===== src/rtl/pic_pkg.sv =====
package pic_pkg;
  typedef enum logic [1:0] {
    SRC_IDLE = 2'd0,
    SRC_PEND = 2'd1,
    SRC_ACT  = 2'd2
  } src_state_e;
endpackage


===== src/rtl/pic_src_bank.sv =====
module pic_src_bank
  import pic_pkg::*;
#(
  parameter int NSRC = 8,
  parameter int PW   = 3,
  parameter int IDW  = 4
) (
  input  logic              clk,
  input  logic              rst_n,
  input  logic [NSRC-1:0]   fire,
  input  logic              cfg_we,
  input  logic [IDW-1:0]    cfg_idx,
  input  logic [PW-1:0]     cfg_prio,
  input  logic              cfg_mask,
  input  logic              grant_en,
  input  logic [IDW-1:0]    grant_id,
  input  logic              done_en,
  input  logic [IDW-1:0]    done_id,
  output logic [NSRC-1:0]   pend,
  output logic [NSRC-1:0]   mask,
  output logic [NSRC*PW-1:0] prio_flat
);
  for (genvar i = 0; i < NSRC; i++) begin : g_src
    localparam logic [IDW-1:0] MY_ID = IDW'(i);
    src_state_e    st_q;
    logic [PW-1:0] prio_q;
    logic          mask_q;

    always_ff @(posedge clk) begin
      if (!rst_n) begin
        st_q   <= SRC_IDLE;
        prio_q <= '0;
        mask_q <= 1'b0;
      end else begin
        if (done_en && done_id == MY_ID)
          st_q <= SRC_IDLE;
        else if (grant_en && grant_id == MY_ID)
          st_q <= SRC_ACT;
        else if (fire[i] && st_q == SRC_IDLE)
          st_q <= SRC_PEND;
        if (cfg_we && cfg_idx == MY_ID) begin
          prio_q <= cfg_prio;
          mask_q <= cfg_mask;
        end
      end
    end

    assign pend[i]              = (st_q == SRC_PEND);
    assign mask[i]              = mask_q;
    assign prio_flat[i*PW +: PW] = prio_q;
  end
endmodule


===== src/rtl/pic_arbiter.sv =====
module pic_arbiter #(
  parameter int NSRC = 8,
  parameter int PW   = 3,
  parameter int IDW  = 4
) (
  input  logic [NSRC-1:0]    pend,
  input  logic [NSRC-1:0]    mask,
  input  logic [NSRC*PW-1:0] prio_flat,
  input  logic               run_vld,
  input  logic [PW-1:0]      run_prio,
  output logic               win_vld,
  output logic [IDW-1:0]     win_id,
  output logic [PW-1:0]      win_prio
);
  logic [PW-1:0] cand;

  always_comb begin
    win_vld  = 1'b0;
    win_id   = '0;
    win_prio = '0;
    cand     = '0;
    for (int i = 0; i < NSRC; i++) begin
      cand = prio_flat[i*PW +: PW];
      if (pend[i] && !mask[i] && (!run_vld || cand > run_prio) &&
          (!win_vld || cand > win_prio)) begin
        win_vld  = 1'b1;
        win_id   = IDW'(i);
        win_prio = cand;
      end
    end
  end
endmodule


===== src/rtl/pic_nest_stack.sv =====
module pic_nest_stack #(
  parameter int DEPTH = 8,
  parameter int IDW   = 4,
  parameter int PW    = 3
) (
  input  logic           clk,
  input  logic           rst_n,
  input  logic           push,
  input  logic [IDW-1:0] push_id,
  input  logic [PW-1:0]  push_prio,
  input  logic           pop,
  output logic           top_vld,
  output logic [IDW-1:0] top_id,
  output logic [PW-1:0]  top_prio
);
  localparam int CW = $clog2(DEPTH + 1);

  logic [CW-1:0]  cnt_q;
  logic [IDW-1:0] id_mem [DEPTH];
  logic [PW-1:0]  pr_mem [DEPTH];

  always_ff @(posedge clk) begin
    if (!rst_n)    cnt_q <= '0;
    else if (push) cnt_q <= cnt_q + 1'b1;
    else if (pop)  cnt_q <= cnt_q - 1'b1;
  end

  for (genvar j = 0; j < DEPTH; j++) begin : g_ent
    always_ff @(posedge clk) begin
      if (!rst_n) begin
        id_mem[j] <= '0;
        pr_mem[j] <= '0;
      end else if (push && cnt_q == CW'(j)) begin
        id_mem[j] <= push_id;
        pr_mem[j] <= push_prio;
      end
    end
  end

  always_comb begin
    top_id   = '0;
    top_prio = '0;
    for (int j = 0; j < DEPTH; j++) begin
      if (cnt_q == CW'(j + 1)) begin
        top_id   = id_mem[j];
        top_prio = pr_mem[j];
      end
    end
  end

  assign top_vld = (cnt_q != '0);
endmodule


===== src/rtl/prio_irq_ctrl.sv =====
module prio_irq_ctrl #(
  parameter int NSRC = 8,
  parameter int PW   = 3,
  localparam int IDW = $clog2(NSRC + 1)
) (
  input  logic            clk,
  input  logic            rst_n,
  input  logic [NSRC-1:0] src_fire,
  input  logic            cfg_we,
  input  logic [IDW-1:0]  cfg_idx,
  input  logic [PW-1:0]   cfg_prio,
  input  logic            cfg_mask,
  input  logic            ack,
  input  logic            eoi,
  input  logic [IDW-1:0]  eoi_id,
  output logic            irq,
  output logic            ack_vld,
  output logic [IDW-1:0]  ack_id,
  output logic            eoi_err,
  output logic            run_vld,
  output logic [IDW-1:0]  run_id,
  output logic [PW-1:0]   run_prio
);
  localparam logic [IDW-1:0] SPUR_ID = IDW'(NSRC);

  logic [NSRC-1:0]    pend, mask;
  logic [NSRC*PW-1:0] prio_flat;
  logic               win_vld;
  logic [IDW-1:0]     win_id;
  logic [PW-1:0]      win_prio;
  logic               grant_en, done_en;

  assign grant_en = ack && win_vld;
  assign done_en  = eoi && !ack && run_vld && (eoi_id == run_id);

  pic_src_bank #(.NSRC(NSRC), .PW(PW), .IDW(IDW)) u_bank (
    .clk(clk), .rst_n(rst_n), .fire(src_fire),
    .cfg_we(cfg_we), .cfg_idx(cfg_idx), .cfg_prio(cfg_prio), .cfg_mask(cfg_mask),
    .grant_en(grant_en), .grant_id(win_id),
    .done_en(done_en), .done_id(eoi_id),
    .pend(pend), .mask(mask), .prio_flat(prio_flat)
  );

  pic_arbiter #(.NSRC(NSRC), .PW(PW), .IDW(IDW)) u_arb (
    .pend(pend), .mask(mask), .prio_flat(prio_flat),
    .run_vld(run_vld), .run_prio(run_prio),
    .win_vld(win_vld), .win_id(win_id), .win_prio(win_prio)
  );

  pic_nest_stack #(.DEPTH(NSRC), .IDW(IDW), .PW(PW)) u_stk (
    .clk(clk), .rst_n(rst_n),
    .push(grant_en), .push_id(win_id), .push_prio(win_prio),
    .pop(done_en),
    .top_vld(run_vld), .top_id(run_id), .top_prio(run_prio)
  );

  always_ff @(posedge clk) begin
    if (!rst_n) begin
      ack_vld <= 1'b0;
      ack_id  <= '0;
      eoi_err <= 1'b0;
    end else begin
      ack_vld <= ack;
      if (ack) ack_id <= win_vld ? win_id : SPUR_ID;
      eoi_err <= eoi && !done_en;
    end
  end

  assign irq = win_vld;
endmodule


===== config.mk =====
export PLATFORM = sky130hd
export DESIGN_NAME = prio_irq_ctrl
export DESIGN_NICKNAME = d
export VERILOG_FILES = /design/src/rtl/pic_pkg.sv /design/src/rtl/pic_src_bank.sv /design/src/rtl/pic_arbiter.sv /design/src/rtl/pic_nest_stack.sv /design/src/rtl/prio_irq_ctrl.sv
export SDC_FILE = /design/constraint.sdc
export NUM_CORES = 1
export LEC_CHECK = 0
export BUFFER_PORTS_ARGS = -buffer_cell sky130_fd_sc_hd__buf_2
export CAP_MARGIN = 5
export CORE_UTILIZATION = 50
export DETAILED_ROUTE_END_ITERATION = 12
export PLACE_DENSITY = 0.65
export SLEW_MARGIN = 0
export SYNTH_ARGS = -nofsm -noshare
export SYNTH_HDL_FRONTEND = slang
export SYNTH_HIERARCHICAL = 1
export SYNTH_SLANG_ARGS = --single-unit

===== constraint.sdc =====
create_clock -name clk -period 13.31 [get_ports clk]
set_input_delay 0.6655 -clock clk [delete_from_list [all_inputs] [get_ports clk]]
set_output_delay 0.6655 -clock clk [all_outputs]
set_load 0.05 [all_outputs]

======== Word level (Yosys, flattened, before mapping) ========
Memory sizes are Yosys's and may differ from the RTL's.
Index checks and enable logic that the tools add are counted.
operators by class
  $add $sub $neg .......................... 2
  order comparisons ....................... 15
  eq/ne operators ......................... 38
  mux-type cells .......................... 99
  bitwise gates (word level) .............. 17
  reductions and logical operators ........ 139
operator list
  cell                 number
  $mux 3               36
  $logic_and 1x1->1    68
  $eq 4x3->1 const B   16
  $gt 3x3->1           15
  $mux 4               11
  $mux 2               18
  $mux 1               34
  $eq 4x2->1 const B   8
  $reduce_or 3->1      8
  $logic_not 1->1      18
  $reduce_bool 2->1    9
  $eq 2x1->1 const B   8
  $eq 4x1->1 const B   4
  $logic_not 2->1      8
  $logic_not 4->1      4
  $or 1x1->1           16
  $reduce_or 2->1      8
  $logic_or 1x1->1     15
  $add 4x1->4 const B  1
  $eq 4x4->1           1
  $eq 4x4->1 const B   1
  $reduce_bool 4->1    1
  $sub 4x1->4 const B  1
  $not 1->1            1
storage, ports and cells
  register bits ........................... 58
  memory bits (writable) .................. 48
  input port bits ......................... 25
  output and inout bits ................... 15
  logic and storage cells ................. 348
  memories kept ........................... 2
memory list
  memory        depth  bits a word  rd ports  clocked after Yosys merged registers in  write ports  line                  text
  u_stk.id_mem  8      3            8         0                                        8            pic_nest_stack.sv:19  logic [IDW-1:0] id_mem [DEPTH];
  u_stk.pr_mem  8      3            8         0                                        8            pic_nest_stack.sv:20  logic [PW-1:0] pr_mem [DEPTH];

======== Longest topological paths before layout ========
Gate-level depths: netlist of run 1.
  depth after elaboration ................. 47
  mapped depth ............................ 71

======== Hierarchy ========
Netlist of run 1, hierarchy kept.
by module, submodules not included
  module          instances  cells each  area an instance (µm²)  sequential area each (µm²)
  pic_nest_stack  1          252         2987.9                  1761.7
  pic_src_bank    1          211         2015.7                  960.9
  pic_arbiter     1          223         1701.6                  0.0
  prio_irq_ctrl   1          30          291.5                   120.1

======== Worst setup path after synthesis of run 1 ========
Ideal clock, no wire load.
  path type ............................... register to register
  from .................................... register u_stk.cnt_q[0]
  to ...................................... register u_bank.g_src[3].st_q[0]
  data arrival time ....................... 13.282 ns
  required time ........................... 13.186 ns
  slack ................................... -0.095 ns
  stages on the path, launching flop included .. 69
  period minus slack after synthesis ...... 13.405 ns
  path through ............................ dfxtp_1 -> inv_1 -> ha_1 -> buf_4 -> buf_2 -> nor2_1 -> a221oi_2 -> a211oi_1 -> ha_1 -> nand3_1 -> o31ai_1 -> o22ai_1 -> nand2_1 -> ha_1 -> nor2b_1 -> o21a_1 -> o21ai_0 -> a21oi_1 -> (+33 left out) -> o21ai_0 -> a32oi_1 -> o211ai_1 -> o31a_2 -> clkbuf_1 -> nand2_1 -> o22ai_1 -> ha_1 -> nor2b_1 -> o21a_1 -> o21ai_0 -> a211o_2 -> o41a_1 -> buf_6 -> nand4_1 -> nor3b_2 -> nand3_1 -> nor3b_1
on the way
  word-level cells in the longest chain between the ends .. 44
  elaborated cells on any way between the ends .. 108
  those cells by class .................... order compare: 15; eq/ne: 10; mux: 38; reduce/logical: 45
RTL lines
  what                                                  line                  text
  start, declared                                       pic_nest_stack.sv:18  logic [CW-1:0] cnt_q;
  start signal, assigned                                pic_nest_stack.sv:24  else if (push) cnt_q <= cnt_q + 1'b1;
  start signal, assigned                                pic_nest_stack.sv:25  else if (pop) cnt_q <= cnt_q - 1'b1;
  $eq 4x1->1                                            pic_nest_stack.sv:44  if (cnt_q == CW'(j + 1)) begin
  $mux 3 (7 in series)                                  pic_nest_stack.sv:44
  $mux 3 (*)                                            pic_nest_stack.sv:44
  named net run_prio[0]                                 prio_irq_ctrl.sv:22   output logic [PW-1:0] run_prio
  $gt 3x3->1                                            pic_arbiter.sv:24     if (pend[i] && !mask[i] && (!run_vld || cand > run_prio) &&
  $logic_or 1x1->1                                      pic_arbiter.sv:24
  $logic_and 1x1->1                                     pic_arbiter.sv:24
  $mux 3 / $mux 1 (equally long branches)               pic_arbiter.sv:24
  (+24 left out)                                        -
  $gt 3x3->1 / $logic_not 1->1 (equally long branches)  pic_arbiter.sv:25     (!win_vld || cand > win_prio)) begin
  $logic_or 1x1->1                                      pic_arbiter.sv:25
  $logic_and 1x1->1                                     pic_arbiter.sv:24
  $mux 3 (*)                                            pic_arbiter.sv:24
  named net win_id[2]                                   prio_irq_ctrl.sv:29   logic [IDW-1:0] win_id;
  $eq 4x2->1 (*)                                        pic_src_bank.sv:37    else if (grant_en && grant_id == MY_ID)
  $logic_and 1x1->1 (*)                                 pic_src_bank.sv:37
  $reduce_or 3->1 (no source line) (*)                  -
  end signal, assigned                                  pic_src_bank.sv:36    st_q <= SRC_IDLE;
  end signal, assigned                                  pic_src_bank.sv:38    st_q <= SRC_ACT;
  end signal, assigned                                  pic_src_bank.sv:40    st_q <= SRC_PEND;
  end, declared                                         pic_src_bank.sv:25    src_state_e st_q;
Mark *: on every way through the listed nets, which the timed path passes. The rest lies on a longest branch.
A chain may end at the register's enable or synchronous reset.

======== Worst setup path in the final report of run 1 ========
  from .................................... register u_stk.cnt_q[1]
  to ...................................... register u_bank.g_src[7].st_q[0]
on the way
  word-level cells in the longest chain between the ends .. 44
  elaborated cells on any way between the ends .. 108
  those cells by class .................... order compare: 15; eq/ne: 10; mux: 38; reduce/logical: 45
RTL lines
  what                                                  line
  $eq 4x1->1                                            pic_nest_stack.sv:44
  $mux 3 (8 in series)                                  pic_nest_stack.sv:44
  $gt 3x3->1                                            pic_arbiter.sv:24
  $logic_or 1x1->1                                      pic_arbiter.sv:24
  $logic_and 1x1->1                                     pic_arbiter.sv:24
  $mux 3 / $mux 1 (equally long branches)               pic_arbiter.sv:24
  $gt 3x3->1 / $logic_not 1->1 (equally long branches)  pic_arbiter.sv:25
  $logic_or 1x1->1                                      pic_arbiter.sv:25
  (+22 left out)                                        -
  $gt 3x3->1 / $logic_not 1->1 (equally long branches)  pic_arbiter.sv:25
  $logic_or 1x1->1                                      pic_arbiter.sv:25
  $logic_and 1x1->1                                     pic_arbiter.sv:24
  $mux 3 (*)                                            pic_arbiter.sv:24
  named net win_id[2]                                   prio_irq_ctrl.sv:29
  $eq 4x3->1 (*)                                        pic_src_bank.sv:37
  $logic_and 1x1->1 (*)                                 pic_src_bank.sv:37
  $reduce_or 3->1 (no source line) (*)                  -
  end signal, assigned                                  pic_src_bank.sv:36
  end signal, assigned                                  pic_src_bank.sv:38
  end signal, assigned                                  pic_src_bank.sv:40
  end, declared                                         pic_src_bank.sv:25
Marks and branches as above.

==> metrics.log, run 1 <==
INFO  metric outcome = completed
INFO  metric final.setup.worst_slack = 662 ps
INFO  metric syn_nets = 790
INFO  metric part_of_the_yosys_area_used_for_sequential_elements = 0.406
INFO  metric netSwitchingFraction = 0.466
INFO  metric viasPerCell = 5.99
INFO  metric layout.cells.non_filler = 951
INFO  metric global_route.usage.total = 0.264
INFO  metric power_frac_comb = 0.616
INFO  metric min_period = 12650 ps
INFO  metric cp.required = 13610 ps
INFO  metric maxSlewViolCount = 0
INFO  metric drc = 0
INFO  metric worstSetupEndpointType = flop
INFO  metric initial_utilization = 0.520
INFO  metric pin_count_of_the_biggest_net_entering_global_routing = 65
INFO  metric route.antenna.remaining_nets = 0
INFO  metric critPathKind = flop to flop
INFO  metric synth_cell_type_count = 82
INFO  metric synthTopCellsByArea = sky130_fd_sc_hd__edfxtp_1, sky130_fd_sc_hd__dfxtp_1, sky130_fd_sc_hd__ha_1, sky130_fd_sc_hd__and2_1, sky130_fd_sc_hd__mux2i_1
INFO  metric synth_most_common_cell = sky130_fd_sc_hd__nand2_1
INFO  metric drt_iter0_markers = 530
INFO  metric synth-warning-count = 6
INFO  metric critical-path-max-stage-delay = 450 ps
INFO  metric max_clock_freq = 79.1 MHz
INFO  metric syn_to_final_growth = 14.5%
INFO  metric ys_ff_latch = 114
INFO  metric crit_path_max_fanout = 12
INFO  metric die_w = 120 um
INFO  metric synth_area_leader_cell = sky130_fd_sc_hd__edfxtp_1
INFO  metric cts-root-to-sink-buffers = 2
INFO  metric drive_gt1_frac = 0.188
INFO  metric grt_antenna_before_repair = 0
INFO  metric fp-row-count = 42
INFO  metric grt_first_pass_wirelength = 28600 um
INFO  metric synthesized_area = 7000 um2
INFO  metric seq_power_share = 0.200
INFO  metric total_cts_buffers = 17
INFO  metric cts_tree = done
INFO  metric n_fill_cell = 1160
INFO  metric synth_ff_type = sky130_fd_sc_hd__dfxtp_1
INFO  metric clockPowerShare = 0.183
INFO  metric critical_path.startpoint_type = flop
INFO  metric portion_of_synthesized_cell_area_occupied_by_the_leading_cell_type = 0.240
INFO  metric cts.clk_slew.worst_paths = 50 ps
INFO  metric grt.overflow.total = 0
INFO  metric report.final.setup_viol = 0
INFO  metric clock-sinks = 114
INFO  metric number_of_flops_mapped_to_enable_cells_by_yosys = 56
INFO  metric design.portCount = 40
INFO  metric max_cap_viol_count = 0
INFO  metric clock-root-buffer = sky130_fd_sc_hd__clkbuf_16
INFO  metric vias_after_detailed_routing = 5696
INFO  metric powerDensity = 280 nW/um2
INFO  metric synthArstFlopShare = 0
INFO  metric mapped_cells = 716
INFO  metric worst_hold_path_type = flop to flop
INFO  metric preCtsSetupSlack = -199 ps
INFO  metric n_antenna_cell = 0
INFO  metric fin_util = 0.595
INFO  metric drt-total-wl = 18600 um
INFO  metric final_critical_path_share_of_the_clock_period = 0.950
INFO  metric globalplace.congestion = 0.953
INFO  metric htreeDepth = 4
INFO  metric design.die.area = 14500 um2
INFO  metric total_leakage_power = 0.00323 uW
INFO  metric ys_top_cells_by_count = sky130_fd_sc_hd__nand2_1, sky130_fd_sc_hd__and2_1, sky130_fd_sc_hd__dfxtp_1, sky130_fd_sc_hd__edfxtp_1, sky130_fd_sc_hd__ha_1
INFO  metric core_area = 13500 um2
INFO  metric ir_worst_vdd = 0.000270 V
INFO  metric first_global_vias = 5317
INFO  metric timing.critical_path.mode_cell = sky130_fd_sc_hd__ha_1
INFO  metric post-place-cells = 910
INFO  metric portBuffers = 39
INFO  metric totalPowerFinal = 2240 uW
INFO  metric worst_pin_slew = 1100 ps
INFO  metric worstPathArrival = 12940 ps
INFO  metric post_detail_place_hpwl = 13400 um
INFO  metric cp_slowest_cell = sky130_fd_sc_hd__or3_2
INFO  metric intPower = 1200 uW
INFO  metric finish.net_count = 836
INFO  metric max_transition_margin = 0.261
INFO  metric drt-wirelength-per-cell = 19.6 um
INFO  metric post_cts_hold_buffer_count = 0
INFO  metric post_synth.cell_area_avg = 9.77 um2
INFO  metric die_height = 120 um
INFO  metric clock-skew-final = 13.3 ps
INFO  metric detail_route.first_pass.iterations = 5
INFO  metric clock_insertion_delay_worst_skew = 420 ps
INFO  metric netSwitchingPower = 1040 uW
INFO  metric timing_hold_violations_final = 0
==> kinds of logic (layout without fill, tap and decap cells) <==
logic type,count (synthesis),after routing,share of synthesized area
compound gates,178,179,0.181
mux,32,32,0.0458
fa+ha+maj,49,49,0.0876
xor+xnor,6,6,0.00751
flops,114,114,0.406
buf+inv,71,129,0.0515
simple gates,265,265,0.220
other cells,1,1,0.000536
==> final cells by class <==
class	instances	area [um2]	share of cell area
Sequential cell	114	2850	0.355
Multi-Input combinational cell	532	3900	0.487
Inverter	35	131	0.0164
Timing Repair Buffer	62	368	0.0459
Clock inverter	4	25.0	0.00312
Clock buffer	28	517	0.0645
Tap cell	176	220	0.0275
==> repair_timing <==
| action | in CTS | in global routing |
|---|---|---|
| endpoints found under the setup margin | 39 | 67 |
| resized for setup | 5 | 17 |
| pin swaps | 1 | 2 |
| setup buffers | 2 | 6 |
| gates cloned | 0 | 1 |
==> routing by layer <==
metal | part of all wire | global-route usage | vias up | wire [um]
met4 | 0.016 | 0.0972 | 0 | 294
met1 | 0.47 | 0.375 | 2754 | 8720
met3 | 0.081 | 0.0722 | 25 | 1500
li1 | - | - | 2683 | -
met2 | 0.43 | 0.381 | 234 | 8090
met5 | 0 | 0 | - | 0
==> metrics by stage <==
stage | instance area, um2 | setup TNS (ps) | hold WS [ps]
final | 8010 | 0 | 455
after CTS | 7880 | 0 | 452
after floorplan | 7000 | 0 | 435
after global routing | 8010 | -135 | 472
after global placement | 7300 | 0 | 439
after detailed placement | 7300 | -2630 | 444
==> power by group through the flow <==
| stage | sequential [uW] | clock [uW] | combinational (uW) |
|---|---|---|---|
| after CTS | 447 | 418 | 1270 |
| after global placement | 452 | 0 | 1190 |
| final | 449 | 411 | 1380 |
| after global routing | 454 | 433 | 1490 |
| after floorplan | 453 | 0 | 864 |
| after detailed placement | 454 | 0 | 1220 |
==> critical path: cells and delay by family, from the launching register on <==
kind	cells	cell delay, ps
AO/OA/AOI/OAI	33	5810
flip-flops	1	400
adder cells (fa/ha/maj)	9	2340
AND/OR/NAND/NOR	18	3020
buffers and inverters	7	950
==> flip-flops by register name (all words and copies together) (netlist names) <==
register	flops
u_bank/g_src.prio_q	24
u_stk/cnt_q	4
u_bank/g_src.mask_q	8
ack_vld	1
u_bank/g_src.st_q	16
ack_id	4
u_stk/pr_mem	24
u_stk/id_mem	32
eoi_err	1
==> placed cells by master, fill, tap and decap left out, types with 3 or more instances in the layout <==
master / Yosys / layout
sky130_fd_sc_hd__and2_1: 64 / 63
sky130_fd_sc_hd__a221oi_2: 3 / 4
sky130_fd_sc_hd__o22ai_1: 11 / 9
sky130_fd_sc_hd__buf_2: 6 / 39
sky130_fd_sc_hd__nand2_1: 65 / 64
sky130_fd_sc_hd__edfxtp_1: 56 / 56
sky130_fd_sc_hd__nand4_1: 4 / 4
sky130_fd_sc_hd__clkbuf_1: 10 / 6
sky130_fd_sc_hd__nand2_2: 3 / 4
sky130_fd_sc_hd__clkbuf_8: 1 / 5
sky130_fd_sc_hd__clkbuf_16: 0 / 17
sky130_fd_sc_hd__o21a_1: 16 / 16
sky130_fd_sc_hd__o21ai_0: 40 / 38
sky130_fd_sc_hd__xor2_1: 6 / 6
sky130_fd_sc_hd__nand2b_1: 10 / 10
sky130_fd_sc_hd__a32oi_1: 3 / 3
sky130_fd_sc_hd__nor2b_1: 22 / 22
sky130_fd_sc_hd__a21oi_1: 33 / 32
sky130_fd_sc_hd__buf_4: 11 / 23
sky130_fd_sc_hd__a221o_1: 6 / 6
sky130_fd_sc_hd__or2b_2: 3 / 3
sky130_fd_sc_hd__nor3b_4: 3 / 4
sky130_fd_sc_hd__a21boi_2: 4 / 4
sky130_fd_sc_hd__o21ai_1: 1 / 3
sky130_fd_sc_hd__a2bb2oi_1: 3 / 3
sky130_fd_sc_hd__nor3b_1: 4 / 4
sky130_fd_sc_hd__a211oi_1: 12 / 11
sky130_fd_sc_hd__mux2i_1: 32 / 32
sky130_fd_sc_hd__nor2_1: 31 / 31
sky130_fd_sc_hd__nand3_1: 15 / 14
sky130_fd_sc_hd__o211ai_1: 8 / 8
sky130_fd_sc_hd__a31oi_1: 4 / 4
sky130_fd_sc_hd__ha_1: 49 / 47
sky130_fd_sc_hd__inv_1: 35 / 35
sky130_fd_sc_hd__dfxtp_1: 58 / 56
sky130_fd_sc_hd__nor3_1: 8 / 8
sky130_fd_sc_hd__a22o_1: 6 / 6
sky130_fd_sc_hd__nand3b_1: 6 / 6
==> worst paths after layout <==
path | from | to | slack, ps | cells after the start
worst min-delay path | u_bank/g_src[4].mask_q | u_bank/g_src[4].mask_q | 450 | 2
worst max-delay path | u_stk/cnt_q[1] | u_bank/g_src[7].st_q[0] | 660 | 67
worst min register to register | u_bank/g_src[4].mask_q | u_bank/g_src[4].mask_q | 450 | 2
worst max register to register | u_stk/cnt_q[1] | u_bank/g_src[7].st_q[0] | 660 | 67
Note: power is estimated with default switching activity, not from simulation.
==> run 2, diff against run 1 <==
--- a/config.mk
+++ b/config.mk
@@ -9,9 +9,8 @@
 export CAP_MARGIN = 5
 export CORE_UTILIZATION = 50
 export DETAILED_ROUTE_END_ITERATION = 12
-export PLACE_DENSITY = 0.65
+export PLACE_DENSITY = 0.66
 export SLEW_MARGIN = 0
 export SYNTH_ARGS = -nofsm -noshare
 export SYNTH_HDL_FRONTEND = slang
-export SYNTH_HIERARCHICAL = 1
 export SYNTH_SLANG_ARGS = --single-unit
==> run 2 against run 1 <==
Compared with the run above:
- first-iteration DRC count increased by 17%
- sequential cell count fell by 8
- non-clock buffer count is 31 higher
- critical path depth grew 5
- count of clock-buffer cells in the layout fell by 19
- register-to-register slack worse by 170 ps
- cell count increased by 4.7%
- via count is 11% higher
- wire length rose by 12%
- utilization grew 1.2 points
- sequential share of layout area down 3.0 points
- critical endpoint is now u_stk.pr_mem[1][5]
==> metrics.log, run 2 <==
INFO  metric synthTopCellsByArea = sky130_fd_sc_hd__edfxtp_1, sky130_fd_sc_hd__dfxtp_1, sky130_fd_sc_hd__ha_1, sky130_fd_sc_hd__nor2_1, sky130_fd_sc_hd__mux2i_1
INFO  metric timing_hold_violations_final = 0
INFO  metric cts.clk_slew.worst_paths = 80 ps
INFO  metric die_height = 118 um
INFO  metric mostFrequentLayoutCell = sky130_fd_sc_hd__nor2_1
INFO  metric worst_pin_slew = 1200 ps
INFO  metric htreeDepth = 3
INFO  metric min_period = 12820 ps
INFO  metric worstSetupEndpointType = flop
INFO  metric max_cap_viol_count = 0
INFO  metric clock-sinks = 106
INFO  metric setup.reg_to_reg.worst_slack = 490 ps
INFO  metric fin_util = 0.608
INFO  metric biggestRegsByFlops = u_bank.g_src.prio_q: 24 flops, u_stk.id_mem: 24 flops, u_stk.pr_mem: 24 flops
INFO  metric syn_to_final_growth = 18.7%
INFO  metric global_route.usage.total = 0.295
INFO  metric r2r_cells = 72
INFO  metric post_synth.cell_area_avg = 9.01 um2
INFO  metric portBuffers = 38
INFO  metric synth_area_leader_cell = sky130_fd_sc_hd__edfxtp_1
INFO  metric die_w = 118 um
INFO  metric synth-warning-count = 0
INFO  metric crit_path_max_fanout = 8
INFO  metric drive_gt1_frac = 0.234
INFO  metric clock_insertion_delay_worst_skew = 360 ps
INFO  metric final_critical_path_share_of_the_clock_period = 0.963
INFO  metric globalplace.congestion = 0.926
INFO  metric portion_of_synthesized_cell_area_occupied_by_the_leading_cell_type = 0.213
INFO  metric design.portCount = 40
INFO  metric cp.required = 13490 ps
INFO  metric timing.critical_path.mode_cell = sky130_fd_sc_hd__a21o_1
INFO  metric synthesized_area = 6750 um2
INFO  metric clock-root-buffer = sky130_fd_sc_hd__clkbuf_16
INFO  metric core_area = 13200 um2
INFO  metric critical-path-max-stage-delay = 470 ps
INFO  metric part_of_the_yosys_area_used_for_sequential_elements = 0.385
INFO  metric synthArstFlopShare = 0
INFO  metric ys_ff_latch = 106
INFO  metric drt_iter0_markers = 619
INFO  metric critical_path.startpoint_type = flop
INFO  metric synth_cell_type_count = 81
INFO  metric worst_hold_path_type = flop to flop
INFO  metric grt.overflow.total = 0
INFO  metric vias_after_detailed_routing = 6319
INFO  metric crit_path_start = u_stk.cnt_q[0]
INFO  metric worstPathArrival = 13000 ps
INFO  metric cp_slowest_cell = sky130_fd_sc_hd__a222oi_1
INFO  metric detail_route.first_pass.iterations = 8
INFO  metric crit-reg2reg-launch = u_stk.cnt_q[0]
INFO  metric post-place-cells = 951
INFO  metric clock-skew-final = 15.5 ps
INFO  metric critPathKind = flop to flop
INFO  metric ys_top_cells_by_count = sky130_fd_sc_hd__nor2_1, sky130_fd_sc_hd__dfxtp_1, sky130_fd_sc_hd__nand2_1, sky130_fd_sc_hd__edfxtp_1, sky130_fd_sc_hd__a21oi_1
INFO  metric syn_nets = 816
INFO  metric cpLargestDelayFamily = compound AO/OA/AOI/OAI gates
INFO  metric cts-root-to-sink-buffers = 2
INFO  metric report.final.setup_viol = 0
INFO  metric mapped_cells = 750
INFO  metric design.die.area = 14000 um2
INFO  metric grt_first_pass_wirelength = 31900 um
INFO  metric layout.cells.non_filler = 996
INFO  metric maxSlewViolCount = 0
INFO  metric viasPerCell = 6.34
INFO  metric n_antenna_cell = 0
INFO  metric fp-row-count = 42
INFO  metric timing.setup.tns = 0 ps
INFO  metric pin_count_of_the_biggest_net_entering_global_routing = 43
INFO  metric finish.net_count = 881
INFO  metric hold_slack = 475 ps
INFO  metric drt-wirelength-per-cell = 20.9 um
INFO  metric initial_utilization = 0.512
INFO  metric max_transition_margin = 0.192
INFO  metric timing.critical_path.to = u_stk.pr_mem[1][5]
INFO  metric number_of_flops_mapped_to_enable_cells_by_yosys = 48
INFO  metric n_fill_cell = 1139
INFO  metric drc = 0
INFO  metric synth_ff_type = sky130_fd_sc_hd__dfxtp_1
INFO  metric cp.depth = 72
INFO  metric max_clock_freq = 78.0 MHz
INFO  metric drt-total-wl = 20800 um
INFO  metric worstPathBufferInverterCount = 8
INFO  metric route.antenna.remaining_nets = 0
INFO  metric synth_most_common_cell = sky130_fd_sc_hd__nor2_1
INFO  metric total_cts_buffers = 9
INFO  metric cts_tree = done
INFO  metric post_detail_place_hpwl = 15200 um
INFO  metric worst_r2r_endpoint = u_stk.pr_mem[1][5]
INFO  metric outcome = completed
INFO  metric first_global_vias = 5918
INFO  metric most_frequent_cells_in_the_layout = sky130_fd_sc_hd__nor2_1, sky130_fd_sc_hd__dfxtp_1, sky130_fd_sc_hd__nand2_1
INFO  metric grt_antenna_before_repair = 0
## run 2: cell families (layout without fill, tap and decap cells)
group	after synthesis	count (layout)	synth area share
AO/OA/AOI/OAI	219	219	0.239
XOR/XNOR	6	6	0.00778
adder cells (fa/ha/maj)	41	41	0.0760
buffers and inverters	75	144	0.0474
flip-flops	106	106	0.385
multiplexers	33	33	0.0489
other	1	1	0.000555
AND/OR/NAND/NOR	269	270	0.195
## run 2: final cells by class
type,instances,area (um2),share of cell area
repair buffers,93,626,0.0781
well taps,176,220,0.0275
clock inverters,7,72.6,0.00906
clock buffers,9,225,0.0281
inverters,35,131,0.0164
flip-flops and latches,106,2610,0.326
multi-input cells,570,4130,0.515
## run 2: per-layer routing
| metal | wire, um | global-route usage | vias to the layer above |
|---|---|---|---|
| met5 | 0 | 0 | - |
| met4 | 493 | 0.112 | 0 |
| met3 | 1680 | 0.0618 | 47 |
| met2 | 9180 | 0.445 | 278 |
| met1 | 9430 | 0.412 | 3070 |
| li1 | - | - | 2924 |
## run 2: timing repair
| action | CTS | global route |
|---|---|---|
| gates cloned | 0 | 2 |
| buffers inserted | 6 | 21 |
| pin swaps | 1 | 26 |
| endpoints found under the setup margin | 62 | 67 |
| hold buffers | 0 | 0 |
| resized for setup | 8 | 70 |
## run 2: worst min-delay path by stage
stage,start,end,slack (ps),depth (start not counted)
floorplan,u_bank.g_src[0].st_q[1],u_bank.g_src[0].st_q[1],450,2
finish,ack_id[2],ack_id[2],470,2
global placement,ack_id[2],ack_id[2],460,2
detailed placement,ack_id[2],ack_id[2],470,2
global route,ack_id[2],ack_id[2],500,2
CTS,ack_id[2],ack_id[2],480,2
## run 2: metrics by stage
stage | area (um2) | setup WS (ps)
after global placement | 7180 | 105
after detailed placement | 7180 | -345
after CTS | 7550 | 5.10
after global routing | 8010 | -109
final | 8010 | 492
after floorplan | 6760 | 17.4
## run 2: tightest hold or removal path: cells and delay by family (launching register included)
kind	cells	cell delay, ps
compound gates	1	60
flops	1	310
simple gates	1	60
Power of run 2 is not shown: default switching activity piles up to over one toggle a cycle in this logic, so the estimate is an artifact.
==> run 3, diff against run 2 <==
--- a/config.mk
+++ b/config.mk
@@ -9,7 +9,7 @@
 export CAP_MARGIN = 5
 export CORE_UTILIZATION = 50
 export DETAILED_ROUTE_END_ITERATION = 12
-export PLACE_DENSITY = 0.66
+export PLACE_DENSITY = 0.77
 export SLEW_MARGIN = 0
 export SYNTH_ARGS = -nofsm -noshare
 export SYNTH_HDL_FRONTEND = slang
==> run 3 against run 2 <==
Compared with the run above:
- global-route usage increased by 0.33 points
- register-to-register slack got worse by 330 ps
- clock skew decreased by 3.9 ps
- sequential cell count did not move
- utilization decreased by 0.25 points
- critical endpoint is now u_stk.pr_mem[0][2]
==> metrics.log, run 3 (same netlist as run 2, synthesis figures left out) <==
INFO  metric clock-skew-final = 11.5 ps
INFO  metric clock-sinks = 106
INFO  metric total_cts_buffers = 9
INFO  metric biggestRegsByFlops = u_bank.g_src.prio_q: 24 flops, u_stk.id_mem: 24 flops, u_stk.pr_mem: 24 flops
INFO  metric final_critical_path_share_of_the_clock_period = 0.988
INFO  metric critical_path.startpoint_type = flop
INFO  metric die_height = 118 um
INFO  metric design.portCount = 40
INFO  metric clock-root-buffer = sky130_fd_sc_hd__clkbuf_16
INFO  metric cts_tree = done
INFO  metric cts.clk_slew.worst_paths = 80 ps
INFO  metric grt_antenna_before_repair = 0
INFO  metric grt_first_pass_wirelength = 32500 um
INFO  metric fp-row-count = 42
INFO  metric die_w = 118 um
INFO  metric min_delay_worst_endpoint = ack_id[2]
INFO  metric max_cap_viol_count = 0
INFO  metric n_fill_cell = 1089
INFO  metric max_clock_freq = 76.1 MHz
INFO  metric detail_route.first_pass.iterations = 5
INFO  metric drt-total-wl = 21100 um
INFO  metric max_transition_margin = 0.153
INFO  metric design.die.area = 14000 um2
INFO  metric outcome = completed
INFO  metric syn_to_final_growth = 18.2%
INFO  metric drive_gt1_frac = 0.222
INFO  metric viasPerCell = 6.59
INFO  metric post_detail_place_hpwl = 15200 um
INFO  metric preCtsSetupSlack = -778 ps
INFO  metric timing.setup.tns = 0 ps
INFO  metric htreeDepth = 3
INFO  metric crit-reg2reg-launch = u_stk.cnt_q[1]
INFO  metric regArea = 2610 um2
INFO  metric n_antenna_cell = 0
INFO  metric grt.overflow.total = 0
INFO  metric worstSetupEndpointType = flop
INFO  metric finish.net_count = 870
INFO  metric drc = 0
INFO  metric worstPathArrival = 13290 ps
INFO  metric core_area = 13200 um2
INFO  metric worst_r2r_endpoint = u_stk.pr_mem[0][2]
INFO  metric initial_utilization = 0.512
INFO  metric globalplace.congestion = 0.938
INFO  metric fin_util = 0.605
INFO  metric drt-wirelength-per-cell = 21.5 um
INFO  metric critical-path-max-stage-delay = 490 ps
INFO  metric min_delay_path_depth = 2
INFO  metric min_period = 13140 ps
INFO  metric worst_pin_slew = 1260 ps
INFO  metric maxSlewViolCount = 0
INFO  metric mostFrequentLayoutCell = sky130_fd_sc_hd__nor2_1
INFO  metric hold_path_startpoint = ack_id[2]
INFO  metric route.antenna.remaining_nets = 0
INFO  metric final.setup.worst_slack = 166 ps
INFO  metric multi_input_area = 4200 um2
INFO  metric most_frequent_cells_in_the_layout = sky130_fd_sc_hd__nor2_1, sky130_fd_sc_hd__dfxtp_1, sky130_fd_sc_hd__nand2_1
INFO  metric crit_path_max_fanout = 15
INFO  metric timing_hold_violations_final = 0
INFO  metric portBuffers = 38
INFO  metric cp.required = 13460 ps
INFO  metric first_global_vias = 6232
INFO  metric critPathKind = flop to flop
INFO  metric clock_insertion_delay_worst_skew = 370 ps
INFO  metric drt_iter0_markers = 704
INFO  metric setup.reg_to_reg.worst_slack = 170 ps
INFO  metric cts-root-to-sink-buffers = 2
INFO  metric pin_count_of_the_biggest_net_entering_global_routing = 43
INFO  metric vias_after_detailed_routing = 6488
INFO  metric worst_hold_path_type = flop to flop
INFO  metric global_route.usage.total = 0.298
INFO  metric r2r_cells = 70
INFO  metric report.final.setup_viol = 0
INFO  metric timing.critical_path.mode_cell = sky130_fd_sc_hd__ha_1
INFO  metric cp_slowest_cell = sky130_fd_sc_hd__a222oi_1
INFO  metric hold_slack = 486 ps
[run 3: cell types whose count changed in the layout (fill, tap and decap cells not counted), sizes merged]
cell	delta
buf	-11
clkbuf	+1
clkinv	+1
clkinvlp	+1
inv	-3
[run 3: area by class of cell]
class / count / share of cell area
Clock buffer: 10 / 0.0287
Tap cell: 176 / 0.0276
Clock inverter: 6 / 0.00517
Sequential cell: 106 / 0.327
Timing Repair Buffer: 82 / 0.0691
Multi-Input combinational cell: 570 / 0.526
Inverter: 35 / 0.0165
[run 3: through the flow]
stage | instance area [um2] | instances
after global routing | 7980 | 985
after global placement | 7120 | 943
after detailed placement | 7120 | 943
after CTS | 7580 | 967
after floorplan | 6760 | 750
final | 7980 | 985
[run 3: worst max-delay path: cells and delay by family, from the launching register on]
family	cells	cell delay [ps]
buf+inv	8	1050
compound gates	40	7260
flops	1	380
fa+ha+maj	9	2430
simple gates	13	1750
[run 3: per-layer routing]
metal | vias to the layer above | global-route usage | share of wire
li1 | 2902 | - | -
met1 | 3110 | 0.382 | 0.40
met2 | 395 | 0.464 | 0.47
met3 | 81 | 0.0671 | 0.094
met4 | 0 | 0.167 | 0.043
met5 | - | 0 | 0
[run 3: how the worst max path moves through the flow]
stage | from | to
after floorplan | u_stk.cnt_q[0] | u_stk.pr_mem[0][0]
after global routing | u_stk.cnt_q[1] | u_stk.pr_mem[0][2]
after global placement | u_stk.cnt_q[1] | u_stk.pr_mem[1][1]
after detailed placement | u_stk.cnt_q[1] | u_stk.pr_mem[1][1]
after CTS | u_stk.cnt_q[1] | u_stk.pr_mem[0][3]
final | u_stk.cnt_q[1] | u_stk.pr_mem[0][2]
[run 3: timing repair]
| action | 4_1_cts | 5_1_grt |
|---|---|---|
| resized for setup | 28 | 59 |
| pin swaps | 3 | 26 |
| cloned | 1 | 0 |
| setup endpoints to repair | 65 | 67 |
| buffers inserted | 7 | 18 |
| hold buffers | 0 | 0 |
Power of run 3 is left out for the same reason.
